File: src/rtl/uart_fr_pkg.sv
package uart_fr_pkg;

   localparam int DATA_W = 8;

   typedef enum logic [2:0] {
      S_IDLE  = 3'd0,
      S_START = 3'd1,
      S_DATA  = 3'd2,
      S_PAR   = 3'd3,
      S_STOP  = 3'd4
   } ser_state_e;

   typedef struct packed {
      logic [1:0] len;
      logic       two_stop;
      logic [2:0] par;
   } frame_cfg_t;

   function automatic logic [DATA_W-1:0] len_mask(input logic [1:0] len);
      return 8'hFF >> (2'd3 - len);
   endfunction

   function automatic logic has_par(input logic [2:0] p);
      return (p >= 3'd1) && (p <= 3'd4);
   endfunction

   function automatic logic par_val(input logic [2:0] p,
                                    input logic [DATA_W-1:0] d,
                                    input logic [1:0] len);
      logic x;
      x = ^(d & len_mask(len));
      case (p)
         3'd1:    return ~x;
         3'd2:    return x;
         3'd3:    return 1'b1;
         default: return 1'b0;
      endcase
   endfunction

endpackage

File: src/rtl/uart_fr_fifo.sv
module uart_fr_fifo #(
   parameter int WIDTH = 8,
   parameter int DEPTH = 8
) (
   input  logic             clk,
   input  logic             rst_n,
   input  logic             push,
   input  logic [WIDTH-1:0] din,
   input  logic             pop,
   output logic [WIDTH-1:0] dout,
   output logic             full,
   output logic             empty
);
   localparam int  PW   = (DEPTH > 1) ? $clog2(DEPTH) : 1;
   localparam int  CW   = $clog2(DEPTH + 1);
   localparam bit  POW2 = (DEPTH & (DEPTH - 1)) == 0;

   generate
      if (DEPTH < 2) begin : g_bad_depth
         $error("uart_fr_fifo: DEPTH must be at least 2");
      end
      if (WIDTH < 1) begin : g_bad_width
         $error("uart_fr_fifo: WIDTH must be positive");
      end
   endgenerate

   logic [WIDTH-1:0] mem [DEPTH];
   logic [PW-1:0]    wp, rp, wp_nx, rp_nx;
   logic [CW-1:0]    cnt;
   logic             do_push, do_pop;

   generate
      if (POW2) begin : g_wrap_pow2
         assign wp_nx = wp + PW'(1);
         assign rp_nx = rp + PW'(1);
      end else begin : g_wrap_cmp
         assign wp_nx = (wp == PW'(DEPTH - 1)) ? '0 : wp + PW'(1);
         assign rp_nx = (rp == PW'(DEPTH - 1)) ? '0 : rp + PW'(1);
      end
   endgenerate

   assign full    = (cnt == CW'(DEPTH));
   assign empty   = (cnt == '0);
   assign do_push = push && !full;
   assign do_pop  = pop && !empty;
   assign dout    = mem[rp];

   always_ff @(posedge clk) begin
      if (do_push) mem[wp] <= din;
   end

   always_ff @(posedge clk or negedge rst_n) begin
      if (!rst_n) begin
         wp  <= '0;
         rp  <= '0;
         cnt <= '0;
      end else begin
         if (do_push) wp <= wp_nx;
         if (do_pop)  rp <= rp_nx;
         case ({do_push, do_pop})
            2'b10:   cnt <= cnt + CW'(1);
            2'b01:   cnt <= cnt - CW'(1);
            default: cnt <= cnt;
         endcase
      end
   end

   // writers must respect full, readers must respect empty
   a_r8_no_overflow: assert property (@(posedge clk) disable iff (!rst_n)
      push |-> !full);
   a_r8_no_underflow: assert property (@(posedge clk) disable iff (!rst_n)
      pop |-> !empty);
   a_r8_count_bound: assert property (@(posedge clk) disable iff (!rst_n)
      cnt <= CW'(DEPTH));

endmodule

File: src/rtl/uart_fr_tx.sv
module uart_fr_tx
   import uart_fr_pkg::*;
#(
   parameter int OSR = 16
) (
   input  logic              clk,
   input  logic              rst_n,
   input  logic              tick,
   input  frame_cfg_t        cfg,
   input  logic              q_empty,
   input  logic [DATA_W-1:0] q_data,
   output logic              q_pop,
   output logic              txd,
   output logic              active
);
   localparam int CNT_W = $clog2(OSR);

   ser_state_e        st;
   logic [CNT_W-1:0]  cnt;
   logic [2:0]        bitn;
   logic              stop2nd;
   logic [DATA_W-1:0] sh;
   frame_cfg_t        cfg_q;
   logic              pbit;
   logic              bit_end, last_stop, launch;
   logic [2:0]        last_idx;

   assign bit_end   = tick && (cnt == CNT_W'(OSR - 1));
   assign last_stop = (st == S_STOP) && bit_end && (!cfg_q.two_stop || stop2nd);
   assign launch    = tick && !q_empty && ((st == S_IDLE) || last_stop);
   assign q_pop     = launch;
   assign last_idx  = 3'(cfg_q.len) + 3'd4;
   assign active    = (st != S_IDLE);

   always_ff @(posedge clk or negedge rst_n) begin
      if (!rst_n) begin
         st      <= S_IDLE;
         cnt     <= '0;
         bitn    <= '0;
         stop2nd <= 1'b0;
         sh      <= '0;
         cfg_q   <= '0;
         pbit    <= 1'b0;
      end else if (launch) begin
         st      <= S_START;
         cnt     <= '0;
         bitn    <= '0;
         stop2nd <= 1'b0;
         sh      <= q_data;
         cfg_q   <= cfg;
         pbit    <= par_val(cfg.par, q_data, cfg.len);
      end else if (tick && (st != S_IDLE)) begin
         if (!bit_end) begin
            cnt <= cnt + CNT_W'(1);
         end else begin
            cnt <= '0;
            case (st)
               S_START: st <= S_DATA;
               S_DATA: begin
                  sh   <= sh >> 1;
                  bitn <= bitn + 3'd1;
                  if (bitn == last_idx)
                     st <= has_par(cfg_q.par) ? S_PAR : S_STOP;
               end
               S_PAR:  st <= S_STOP;
               S_STOP: begin
                  if (cfg_q.two_stop && !stop2nd) stop2nd <= 1'b1;
                  else                            st      <= S_IDLE;
               end
               default: st <= S_IDLE;
            endcase
         end
      end
   end

   always_comb begin
      case (st)
         S_START: txd = 1'b0;
         S_DATA:  txd = sh[0];
         S_PAR:   txd = pbit;
         default: txd = 1'b1;
      endcase
   end

   // a byte drawn from the queue is followed at once by the start level
   a_r2_start_after_pop: assert property (@(posedge clk) disable iff (!rst_n)
      q_pop |=> !txd);
   // captured format holds for the whole character
   a_r10_tx_cfg_hold: assert property (@(posedge clk) disable iff (!rst_n)
      ((st != S_IDLE) && !launch) |=> $stable(cfg_q));

endmodule

File: src/rtl/uart_fr_rx.sv
module uart_fr_rx
   import uart_fr_pkg::*;
#(
   parameter int OSR      = 16,
   parameter int SYNC     = 2,
   parameter bit MAJORITY = 1'b1
) (
   input  logic                clk,
   input  logic                rst_n,
   input  logic                tick,
   input  logic                rxd,
   input  frame_cfg_t          cfg,
   input  logic                q_full,
   input  logic                q_pop,
   output logic                q_push,
   output logic [DATA_W+1:0]   q_din,
   output logic                overrun
);
   localparam int CNT_W = $clog2(OSR);
   localparam int HALF  = OSR / 2;

   generate
      if (OSR < 8 || (OSR % 2) != 0) begin : g_bad_osr
         $error("uart_fr_rx: OSR must be even and at least 8");
      end
      if (SYNC < 2) begin : g_bad_sync
         $error("uart_fr_rx: SYNC must be at least 2");
      end
   endgenerate

   logic [SYNC-1:0]   sy;
   logic              rx_s;
   logic [1:0]        samp;
   logic              vote;
   ser_state_e        st;
   logic [CNT_W-1:0]  cnt;
   logic [2:0]        bitn;
   logic              stop2nd, ferr, rpar;
   logic [DATA_W-1:0] sh;
   frame_cfg_t        cfg_q;
   logic              bit_end, done, ferr_fin, perr_fin;
   logic [DATA_W-1:0] data_fin;
   logic [2:0]        last_idx;

   always_ff @(posedge clk or negedge rst_n) begin
      if (!rst_n) sy <= '1;
      else        sy <= {sy[SYNC-2:0], rxd};
   end
   assign rx_s = sy[SYNC-1];

   generate
      if (MAJORITY) begin : g_vote3
         assign vote = (samp[1] & samp[0]) | (samp[1] & rx_s) | (samp[0] & rx_s);
      end else begin : g_vote1
         assign vote = rx_s;
      end
   endgenerate

   assign bit_end  = (cnt == CNT_W'(OSR - 1));
   assign last_idx = 3'(cfg_q.len) + 3'd4;
   assign done     = tick && (st == S_STOP) && bit_end && (!cfg_q.two_stop || stop2nd);
   assign data_fin = sh >> (2'd3 - cfg_q.len);
   assign ferr_fin = ferr | !vote;
   assign perr_fin = has_par(cfg_q.par) && (rpar != par_val(cfg_q.par, data_fin, cfg_q.len));
   assign q_push   = done && !q_full;
   assign q_din    = {ferr_fin, perr_fin, data_fin};

   always_ff @(posedge clk or negedge rst_n) begin
      if (!rst_n) begin
         samp    <= '1;
         st      <= S_IDLE;
         cnt     <= '0;
         bitn    <= '0;
         stop2nd <= 1'b0;
         ferr    <= 1'b0;
         rpar    <= 1'b0;
         sh      <= '0;
         cfg_q   <= '0;
      end else if (tick) begin
         samp <= {samp[0], rx_s};
         case (st)
            S_IDLE: begin
               if (!rx_s) begin
                  st  <= S_START;
                  cnt <= '0;
               end
            end
            S_START: begin
               if (cnt == CNT_W'(HALF - 2)) begin
                  cnt <= '0;
                  if (!vote) begin
                     st      <= S_DATA;
                     cfg_q   <= cfg;
                     bitn    <= '0;
                     ferr    <= 1'b0;
                     stop2nd <= 1'b0;
                  end else begin
                     st <= S_IDLE;
                  end
               end else begin
                  cnt <= cnt + CNT_W'(1);
               end
            end
            default: begin
               if (!bit_end) begin
                  cnt <= cnt + CNT_W'(1);
               end else begin
                  cnt <= '0;
                  case (st)
                     S_DATA: begin
                        sh   <= {vote, sh[DATA_W-1:1]};
                        bitn <= bitn + 3'd1;
                        if (bitn == last_idx)
                           st <= has_par(cfg_q.par) ? S_PAR : S_STOP;
                     end
                     S_PAR: begin
                        rpar <= vote;
                        st   <= S_STOP;
                     end
                     default: begin
                        if (!vote) ferr <= 1'b1;
                        if (cfg_q.two_stop && !stop2nd) stop2nd <= 1'b1;
                        else                            st      <= S_IDLE;
                     end
                  endcase
               end
            end
         endcase
      end
   end

   always_ff @(posedge clk or negedge rst_n) begin
      if (!rst_n)              overrun <= 1'b0;
      else if (done && q_full) overrun <= 1'b1;
      else if (q_pop)          overrun <= 1'b0;
   end

   // the overrun flag only rises when a character met a full queue
   a_r9_overrun_on_full: assert property (@(posedge clk) disable iff (!rst_n)
      $rose(overrun) |-> $past(q_full));
   // captured format holds while bits are being collected
   a_r10_rx_cfg_hold: assert property (@(posedge clk) disable iff (!rst_n)
      ((st != S_IDLE) && (st != S_START)) |=> $stable(cfg_q));

endmodule

File: src/rtl/uart_framer.sv
module uart_framer
   import uart_fr_pkg::*;
#(
   parameter int FIFO_DEPTH  = 8,
   parameter int OSR         = 16,
   parameter int SYNC_STAGES = 2,
   parameter bit MAJORITY    = 1'b1
) (
   input  logic       clk,
   input  logic       rst_n,
   input  logic [1:0] cfg_len,
   input  logic       cfg_two_stop,
   input  logic [2:0] cfg_parity,
   input  logic       baud_tick,
   input  logic [7:0] tx_data,
   input  logic       tx_valid,
   output logic       tx_ready,
   output logic       txd,
   output logic       tx_busy,
   input  logic       rxd,
   output logic [7:0] rx_data,
   output logic       rx_parity_err,
   output logic       rx_frame_err,
   output logic       rx_valid,
   input  logic       rx_ready,
   output logic       rx_overrun
);
   localparam int RXW = DATA_W + 2;

   frame_cfg_t        cfg;
   logic              txq_full, txq_empty, txq_pop, tx_active;
   logic [DATA_W-1:0] txq_dout;
   logic              rxq_full, rxq_empty, rxq_push, rxq_pop;
   logic [RXW-1:0]    rxq_din, rxq_dout;

   assign cfg = '{len: cfg_len, two_stop: cfg_two_stop, par: cfg_parity};

   assign tx_ready = !txq_full;
   assign tx_busy  = tx_active || !txq_empty;

   uart_fr_fifo #(.WIDTH(DATA_W), .DEPTH(FIFO_DEPTH)) u_txq (
      .clk(clk), .rst_n(rst_n),
      .push(tx_valid && !txq_full), .din(tx_data),
      .pop(txq_pop), .dout(txq_dout),
      .full(txq_full), .empty(txq_empty)
   );

   uart_fr_tx #(.OSR(OSR)) u_tx (
      .clk(clk), .rst_n(rst_n), .tick(baud_tick), .cfg(cfg),
      .q_empty(txq_empty), .q_data(txq_dout), .q_pop(txq_pop),
      .txd(txd), .active(tx_active)
   );

   uart_fr_rx #(.OSR(OSR), .SYNC(SYNC_STAGES), .MAJORITY(MAJORITY)) u_rx (
      .clk(clk), .rst_n(rst_n), .tick(baud_tick), .rxd(rxd), .cfg(cfg),
      .q_full(rxq_full), .q_pop(rxq_pop), .q_push(rxq_push),
      .q_din(rxq_din), .overrun(rx_overrun)
   );

   uart_fr_fifo #(.WIDTH(RXW), .DEPTH(FIFO_DEPTH)) u_rxq (
      .clk(clk), .rst_n(rst_n),
      .push(rxq_push), .din(rxq_din),
      .pop(rxq_pop), .dout(rxq_dout),
      .full(rxq_full), .empty(rxq_empty)
   );

   assign rx_valid      = !rxq_empty;
   assign rxq_pop       = rx_valid && rx_ready;
   assign rx_data       = rxq_dout[DATA_W-1:0];
   assign rx_parity_err = rxq_dout[DATA_W];
   assign rx_frame_err  = rxq_dout[DATA_W+1];

   // an idle transmitter with nothing queued keeps the line high
   a_r1_idle_line_high: assert property (@(posedge clk) disable iff (!rst_n)
      !tx_busy |-> txd);

endmodule

File: config.mk
export PLATFORM = sky130hd
export DESIGN_NAME = uart_framer
export DESIGN_NICKNAME = d
export VERILOG_FILES = /design/src/rtl/uart_fr_pkg.sv /design/src/rtl/uart_fr_fifo.sv /design/src/rtl/uart_fr_tx.sv /design/src/rtl/uart_fr_rx.sv /design/src/rtl/uart_framer.sv
export SDC_FILE = /design/constraint.sdc
export NUM_CORES = 1
export LEC_CHECK = 0
export CORE_UTILIZATION = 45
export CTS_BUF_LIST = sky130_fd_sc_hd__clkbuf_4 sky130_fd_sc_hd__clkbuf_8
export DETAILED_ROUTE_END_ITERATION = 10
export PLACE_DENSITY = 0.72
export SLEW_MARGIN = 20
export SYNTH_ARGS = -nofsm -noshare
export SYNTH_HDL_FRONTEND = slang
export SYNTH_SLANG_ARGS = --single-unit
File: constraint.sdc
create_clock -name clk -period 8 [get_ports clk]
set_input_delay 1.2 -clock clk [delete_from_list [all_inputs] [get_ports clk]]
set_output_delay 1.2 -clock clk [all_outputs]
set_load 0.01 [all_outputs]
==> run_results.csv <==
group,metric,value,unit
status,status,"finished clean",
place,hpwlAfterDp,11.7,mm
power_and_ir_drop,leakage,4.13,nW
logic_synthesis,synthFlopType,"edfxtp_1",
grt,grt_max_degree,79,
grt,antenna_found_initial,0,
clock_tree,cts_resized,0,
logic_synthesis,yosysMostFrequentCell,"edfxtp_1",
routing,num_vias,5517,
timing,hold_viol,0,
routing,wl_per_cell,17.8,µm
logic_synthesis,ys_async_sr_fraction,35.1,%
grt,grt_usage,16.8,%
logic_synthesis,ys_types,60,
floorplan,coreArea,21100,µm²
grt,grt_pass1_wl,29.1,mm
clock_tree,hold_buffers,0,
routing,dr.first_iter.drc_count,327,
power_and_ir_drop,ir_drop,0.000233,V
logic_synthesis,ys_seq_area_share,64.6,%
clock_tree,cts.htree.levels,2,
timing,hold_ws,0.356,ns
routing,met2_length,9.04,mm
logic_synthesis,synthTopCellsByCount,"edfxtp_1 (144), dfrtp_1 (74), nand2_1 (66)",
grt,grt_overflow,0,
timing,period_needed,4.35,ns
clock_tree,post_cts_buffers,0,
place,io_buffers,34,
logic_synthesis,synth.top_cells.by_area,"edfxtp_1 (45%), dfrtp_1 (19%), mux4_2 (5.3%)",
timing,drv_slew,0,
layout,finalNetCount,733,
logic_synthesis,synth_seq_cells,222,
logic_synthesis,ys_warn_count,0,
routing,highest_layer,"met4",
critical_path,cp.arrival,4.78,ns
layout,final_area,11100,µm²
floorplan,die_w,149,µm
clock_tree,cts.clk_slew.worst_paths,0.06,ns
routing,drtAntennaViolNets,0,
timing,skew,0.00976,ns
routing,firstDrtPassIters,4,
floorplan,die_h,149,µm
critical_path,path_max_fanout,21,
floorplan,io_pins,35,
power_and_ir_drop,power.density,323,nW/µm²
logic_synthesis,synthCells,641,
run,maxCapViolCount,0,
logic_synthesis,synth_edf_count,144,
timing,max_freq,230,MHz
logic_synthesis,syn-num-nets,677,
clock_tree,clockBufferDepth,3,
timing,setup_viol,0,
routing,routed_wl,17.8,mm
routing,via_per_inst,5.52,
layout,drive_above_1_share,19.3,%
clock_tree,clock-sinks,222,
worst_hold_path,hold_path_class,"reg2reg",
clock_tree,cts-root-buf,"clkbuf_8",
timing,tightest_slew,0.953,ns
critical_path,crit_type,"in2reg",
critical_path,cp-start-kind,"input port",
place,dpl-instance-area,10300,µm²
logic_synthesis,syn_area,9720,µm²
timing,relSlewSlack,34.7,%
timing,grt_setup_unrepaired,"false",
logic_synthesis,yosysTopAreaCell,"edfxtp_1",
logic_synthesis,yosys.area.top_type_share,44.5,%
floorplan,design.die.area,22200,µm²
floorplan,row_count,53,
routing,met1Wirelength,7.79,mm
clock_tree,clk_latency,0.52,ns
floorplan,initial_core_util,46.1,%
layout,diodes,0,
routing,drc_errors,0,
routing,met3WireLength,634,µm
critical_path,worstPathRequired,8.43,ns
critical_path,end_kind,"flop",
timing,fin_crit_sh,54.4,%
layout,syn2layout_area_growth,14.1,%
clock_tree,numCtsBuffers,36,
grt,grt_pass1_vias,5711,
clock_tree,cts_tree,"yes",
timing,fin_tns_setup,0,ns
logic_synthesis,syn_avg_cell_area,15.2,µm²
place,gp_congestion,0.838,
==> path summary, 6_finish.rpt <==
check                           cells after the start                      from                        to  slack [ns]
max in group asynchronous                           2                     rst_n      u_rx.sy[1]$_DFF_PN1_        6.80
worst max register to register                     10  u_txq.cnt[1]$_DFFE_PN0P_  u_txq.cnt[3]$_DFFE_PN0P_        3.94
worst max-delay path                               10                 baud_tick  u_txq.cnt[3]$_DFFE_PN0P_        3.65
worst min-delay path                                0      u_rx.sy[0]$_DFF_PN1_      u_rx.sy[1]$_DFF_PN1_        0.36
min in group asynchronous                           1                     rst_n   u_txq.wp[2]$_DFFE_PN0P_        0.57
worst min register to register                      0      u_rx.sy[0]$_DFF_PN1_      u_rx.sy[1]$_DFF_PN1_        0.36
==> area by class of cell <==
type                            instances  area (µm²)
Fill cell                            1698       10000
Clock inverter                         10        58.8
Tap cell                              275         344
Inverter                               14        52.6
Clock buffer                           56         671
Timing Repair Buffer                   40         403
Multi-Input combinational cell        383        3270
Sequential cell                       222        6280
==> worst max-delay path, cell delays in order <==
cell	delay, ns
clkdlybuf4s50_1	0.64
nand4_1	0.69
clkinv_1	0.72
ha_1	0.48
inv_1	0.10
mux2_2	0.34
o22ai_1	0.16
o21ai_0	0.12
nor2_1	0.15
xor2_1	0.18
==> cells in the final DEF (no fill, tap or decap), drive strengths merged, types with 16 or more instances in the layout <==
master / instances
o21ai: 31
inv: 16
dfrtp: 74
xnor2: 19
nand2: 66
nor2: 40
clkdlybuf4s50: 33
nand3: 16
clkbuf: 56
mux4: 39
edfxtp: 144
mux2: 32
==> through the flow <==
stage	cells	power (mW)	utilization (%)	setup slack, ns
after detailed placement	933	2.63	49.0	3.16
final	1000	3.58	52.6	3.65
after floorplan	641	2.34	-	4.70
after global placement	933	2.58	49.0	3.40
after global routing	1000	3.77	52.6	3.41
after CTS	999	3.61	52.4	3.71
==> state kept, by name, summed over array words and instances, names as in the netlist, 3 cells and up <==
| register | flops |
|---|---|
| u_rx.cnt | 4 |
| u_rx.bitn | 3 |
| u_rxq.mem | 80 |
| u_rx.cfg_q | 6 |
| u_tx.cnt | 4 |
| u_rx.st | 3 |
| u_rxq.rp | 3 |
| u_tx.bitn | 3 |
| u_txq.wp | 3 |
| u_tx.cfg_q | 6 |
| u_txq.rp | 3 |
| u_txq.mem | 64 |
| u_txq.cnt | 4 |
| u_tx.sh | 8 |
| u_tx.st | 3 |
| u_rxq.cnt | 4 |
| u_rx.sh | 8 |
| u_rxq.wp | 3 |
==> power breakdown <==
part | internal [mW] | switching [mW] | leakage, nW
clock | 0.539 | 0.437 | 0.389
sequential | 1.40 | 0.212 | 2.27
combinational | 0.526 | 0.457 | 1.47
total | 2.47 | 1.11 | 4.13
==> layer usage <==
layer  GRT usage [%]  vias up
li1                -     2559
met3            3.18       36
met5               0        -
met4            5.71        0
met2            28.8      133
met1            21.4     2789
==> kinds of logic (layout without fill, tap and decap cells) <==
logic type,Yosys count,in the layout,share of synthesized area [%]
buffers and inverters,36,120,1.67
AOI/OAI and AO/OA,71,71,4.76
muxes,86,86,15.0
DFF,222,222,64.6
xor gates and xnor gates,34,34,3.28
and+or+nand+nor,175,175,8.36
adders and majority gates,17,17,2.24
No activity file was read; power rests on OpenSTA's default activity.
